[src/rtl/hp_pkg.sv]
package hp_pkg;
  typedef enum logic {PS_RUN = 1'b0, PS_PAUSE = 1'b1} pause_state_e;
  localparam int unsigned PIN_W = 4;
  localparam int unsigned PIN_CS   = 0;
  localparam int unsigned PIN_HOLD = 1;
  localparam int unsigned PIN_SCK  = 2;
  localparam int unsigned PIN_SI   = 3;
  // reset values: deselected, hold released, clock low, data low
  localparam logic [PIN_W-1:0] PIN_RST = 4'b0011;
endpackage

[src/rtl/hp_sync.sv]
module hp_sync #(
  parameter int unsigned STAGES  = 2,
  parameter logic        RST_VAL = 1'b0
) (
  input  logic clk_i,
  input  logic rst_ni,
  input  logic d_i,
  output logic q_o
);
  logic [STAGES-1:0] chain_q;

  generate
    if (STAGES == 1) begin : g_one
      always_ff @(posedge clk_i or negedge rst_ni) begin
        if (!rst_ni) chain_q <= RST_VAL;
        else         chain_q <= d_i;
      end
    end else begin : g_many
      always_ff @(posedge clk_i or negedge rst_ni) begin
        if (!rst_ni) chain_q <= {STAGES{RST_VAL}};
        else         chain_q <= {chain_q[STAGES-2:0], d_i};
      end
    end
  endgenerate

  assign q_o = chain_q[STAGES-1];
endmodule

[src/rtl/hp_edge.sv]
module hp_edge (
  input  logic clk_i,
  input  logic rst_ni,
  input  logic lvl_i,
  output logic rise_o,
  output logic fall_o
);
  logic prev_q;

  always_ff @(posedge clk_i or negedge rst_ni) begin
    if (!rst_ni) prev_q <= 1'b0;
    else         prev_q <= lvl_i;
  end

  assign rise_o = lvl_i & ~prev_q;
  assign fall_o = ~lvl_i & prev_q;
endmodule

[src/rtl/hp_pause_fsm.sv]
module hp_pause_fsm
  import hp_pkg::*;
(
  input  logic clk_i,
  input  logic rst_ni,
  input  logic cs_s_i,
  input  logic hold_s_i,
  input  logic sck_s_i,
  output logic paused_o,
  output logic enter_o,
  output logic abort_o
);
  pause_state_e st_q, st_d;

  always_comb begin
    st_d    = st_q;
    enter_o = 1'b0;
    abort_o = 1'b0;
    unique case (st_q)
      PS_RUN: begin
        // low clock level gates entry; a request seen while high waits for the fall
        if (!cs_s_i && !hold_s_i && !sck_s_i) begin
          st_d    = PS_PAUSE;
          enter_o = 1'b1;
        end
      end
      PS_PAUSE: begin
        if (cs_s_i) begin
          st_d    = PS_RUN;
          abort_o = 1'b1;
        end else if (hold_s_i && !sck_s_i) begin
          st_d = PS_RUN;
        end
      end
      default: st_d = PS_RUN;
    endcase
  end

  always_ff @(posedge clk_i or negedge rst_ni) begin
    if (!rst_ni) st_q <= PS_RUN;
    else         st_q <= st_d;
  end

  assign paused_o = (st_q == PS_PAUSE);
endmodule

[src/rtl/spi_hold_pause.sv]
module spi_hold_pause
  import hp_pkg::*;
#(
  parameter int unsigned SYNC_STAGES = 2
) (
  input  logic clk_i,
  input  logic rst_ni,
  input  logic cs_ni,
  input  logic sck_i,
  input  logic hold_ni,
  input  logic si_i,
  output logic si_o,
  output logic sck_rise_o,
  output logic sck_fall_o,
  output logic paused_o,
  output logic so_oe_o,
  output logic frame_abort_o
);
  logic [PIN_W-1:0] pin_raw, pin_s;
  logic cs_s, hold_s, sck_s;
  logic rise, fall, enter, run_ok;

  assign pin_raw[PIN_CS]   = cs_ni;
  assign pin_raw[PIN_HOLD] = hold_ni;
  assign pin_raw[PIN_SCK]  = sck_i;
  assign pin_raw[PIN_SI]   = si_i;

  for (genvar g = 0; g < PIN_W; g++) begin : g_sync
    hp_sync #(
      .STAGES  (SYNC_STAGES),
      .RST_VAL (PIN_RST[g])
    ) u_sync (
      .clk_i  (clk_i),
      .rst_ni (rst_ni),
      .d_i    (pin_raw[g]),
      .q_o    (pin_s[g])
    );
  end

  assign cs_s   = pin_s[PIN_CS];
  assign hold_s = pin_s[PIN_HOLD];
  assign sck_s  = pin_s[PIN_SCK];
  assign si_o   = pin_s[PIN_SI];

  hp_edge u_edge (
    .clk_i  (clk_i),
    .rst_ni (rst_ni),
    .lvl_i  (sck_s),
    .rise_o (rise),
    .fall_o (fall)
  );

  hp_pause_fsm u_fsm (
    .clk_i    (clk_i),
    .rst_ni   (rst_ni),
    .cs_s_i   (cs_s),
    .hold_s_i (hold_s),
    .sck_s_i  (sck_s),
    .paused_o (paused_o),
    .enter_o  (enter),
    .abort_o  (frame_abort_o)
  );

  // the fall that starts a deferred pause is absorbed
  assign run_ok     = ~cs_s & ~paused_o & ~enter;
  assign sck_rise_o = rise & run_ok;
  assign sck_fall_o = fall & run_ok;
  assign so_oe_o    = ~cs_s & hold_s & ~paused_o;
endmodule

[config.mk]
export PLATFORM = sky130hd
export DESIGN_NAME = spi_hold_pause
export DESIGN_NICKNAME = d
export VERILOG_FILES = /design/src/rtl/hp_pkg.sv /design/src/rtl/hp_sync.sv /design/src/rtl/hp_edge.sv /design/src/rtl/hp_pause_fsm.sv /design/src/rtl/spi_hold_pause.sv
export SDC_FILE = /design/constraint.sdc
export NUM_CORES = 1
export LEC_CHECK = 0
export BUFFER_PORTS_ARGS = -buffer_cell sky130_fd_sc_hd__buf_4
export CORE_AREA = 3 3 40 42
export DETAILED_ROUTE_END_ITERATION = 10
export DIE_AREA = 0 0 43 45
export GPL_ROUTABILITY_DRIVEN = 0
export SLEW_MARGIN = 0
export SYNTH_ARGS = -nofsm -noshare
export SYNTH_HDL_FRONTEND = slang
export SYNTH_SLANG_ARGS = --single-unit
[constraint.sdc]
create_clock -name clk_i -period 1 [get_ports clk_i]
set_clock_uncertainty 0.1 [all_clocks]
set_input_delay 0.1 -clock clk_i [delete_from_list [all_inputs] [get_ports clk_i]]
set_output_delay 0.1 -clock clk_i [all_outputs]
set_load 0.01 [all_outputs]
==> results.yml <==
status:
  status: "complete, but fails checks"
  violations: "setup timing"
placement:
  portBuffers: 11
  place_area_um2: 437
  hpwl_um: 372
clock_tree:
  cts_made_buffers: 3
  clock_latency_ns: 0.25
  cts_tree: "built"
  cts_sinks: 10
  clkTransAtPathRegs_ns: 0.06
  post_cts_buffers: 0
  htreeDepth: 1
  root_buffer: "clkbuf_4"
  clk_path_buf_depth: 2
route:
  dr.pass1.iters: 1
  wl_per_cell_um: 10.0
  drt_iter0_markers: 0
  via_count: 212
  drt_wl_total_um: 532
  final_antenna_net_count: 0
  via_per_inst: 4.00
  drcViolationCount: 0
setup_path:
  arrival_ns: 1.24
  cp.required_ns: 0.80
  critPathMaxFanout: 2
  r2r_slack_ns: 0.06
  crit_type: "flip-flop to output pin"
  worst_path_largest_cell_delay_ns: 0.52
  worstPathCellList: "nor3b_4 > and3b_1 > buf_4"
  crit_buf_inv: 1
  worst_setup_path_end_kind: "output pin"
  cpLargestDelayFamily: "flip-flops"
  start_kind: "flip-flop"
  critPathSlowestCell: "dfstp_2"
power:
  peakVddDrop_uv: 681
  finalPower_w: 0.000784
  p_leak_nw: 0.237
  powerDensity_nw_per_um2: 1510
layout:
  final_common_cell: "buf_4"
  area_growth_pct: 68.3
  drive_gt1_share_pct: 65.8
  finalInstanceArea_um2: 518
  fin_nets: 46
  most-common-layout-cells: "12 x buf_4, 5 x dfrtp_1, 5 x dlygate4sd3_1"
  antenna_cells: 0
die:
  core_um2: 1280
  core.rowCount: 13
  die_h_um: 45
  start_util_pct: 24.0
  die-area_um2: 1940
  die-width_um: 43
  io_pins: 12
sta:
  fmax_ghz: 0.694
  min_period_over_period_pct: 144
  layout_setup_ws_ns: -0.441
  hold_violations: 0
  worst_slew_pin_slew_ns: 0.196
  slew_viol_final: 0
  rsz0062_at_grt: "true"
  relSlewSlack_pct: 86.9
  setup_viol: 5
  min_period_ns: 1.44
  tns_ns: -1.64
yosys:
  synthCells: 17
  synth.distinct_cells: 9
  synth-seq-cells: 10
  ys_seq_area_share_pct: 82.9
  synth_area_um2: 308
  syn_nets: 23
  yosysWarningCount: 0
  syn_area_per_cell_um2: 18.1
global_route:
  grt_usage_pct: 7.17
  grt_pass1_vias: 242
  grt_overflow: 0
  grt_pass1_wl_um: 931
  grt_max_degree: 11
  antenna_found_initial: 0
hold_path:
  hold_class: "input port to asynchronous set/reset pin"
flow_run:
  maxCapViolCount: 0
routing by layer:
metal  track usage [%]  share of wire, %
met5                 0                 0
met4              9.04               2.6
met3              2.39               8.8
met2              12.3                50
met1              5.75                38
Yosys cell counts (all sizes together):
| library cell | n | share of area, % |
|---|---|---|
| dfrtp | 6 | 49 |
| nor3b | 1 | 4.1 |
| and3b | 1 | 2.8 |
| dfstp | 4 | 34 |
| or2 | 1 | 2.0 |
| and2 | 1 | 2.4 |
| a21oi | 1 | 1.6 |
| nand2 | 1 | 1.2 |
| nor4b | 1 | 2.8 |
path summary, 6_finish.rpt:
path,endpoint,depth (start not counted),startpoint
hold reg to reg,g_sync[2].u_sync.chain_q[1],0,g_sync[2].u_sync.chain_q[0]
min in group clk_i,g_sync[2].u_sync.chain_q[1],0,g_sync[2].u_sync.chain_q[0]
max in group asynchronous,g_sync[1].u_sync.chain_q[1],2,rst_ni
setup reg to reg,u_fsm.paused_o,2,g_sync[2].u_sync.chain_q[1]
hold / removal,u_edge.prev_q,2,rst_ni
setup / recovery,sck_fall_o,3,g_sync[1].u_sync.chain_q[1]
state kept, by name (all words and copies together) (netlist names):
name	flops
g_sync.u_sync.chain_q	8
u_fsm.paused_o	1
u_edge.prev_q	1
what timing repair did:
action                                  CTS  global route
resized for setup                         2             1
hold buffers                              5             0
hold endpoints to repair                 14             0
pin swaps                                 1             1
endpoints found under the setup margin    5             6
layout make-up:
type / count / area (um2)
Fill cell: 122 / 767
Clock buffer: 3 / 22.5
Sequential cell: 10 / 256
Multi-Input combinational cell: 7 / 68.8
Timing Repair Buffer: 18 / 151
Tap cell: 15 / 18.8
metrics by stage:
stage / setup slack [ns] / utilization, % / hold slack [ns] / cells
2_1_floorplan: -0.150 / - / -0.296 / 17
3_3_place_gp: -0.148 / 34.0 / -0.173 / 45
3_5_place_dp: -0.175 / 34.0 / -0.167 / 45
4_1_cts: -0.454 / 40.0 / 0.0949 / 53
5_1_grt: -0.511 / 40.3 / 0.107 / 53
6_report: -0.441 / 40.3 / 0.106 / 53
power by group:
group	internal [W]	leakage [nW]	total (W)	switching, W
clock network	0.000138	0.0138	0.000256	0.000118
logic	0.0000542	0.111	0.0000812	0.0000270
registers	0.000432	0.112	0.000447	0.0000145
total	0.000625	0.237	0.000784	0.000160
kinds of logic (layout without fill, tap and decap cells):
group | after synthesis | count (layout) | synth area share (%)
compound gates | 1 | 1 | 1.62
flops | 10 | 10 | 82.9
simple gates | 6 | 6 | 15.4
buf+inv | 0 | 21 | 0
Power figures use the tool's default switching activity.
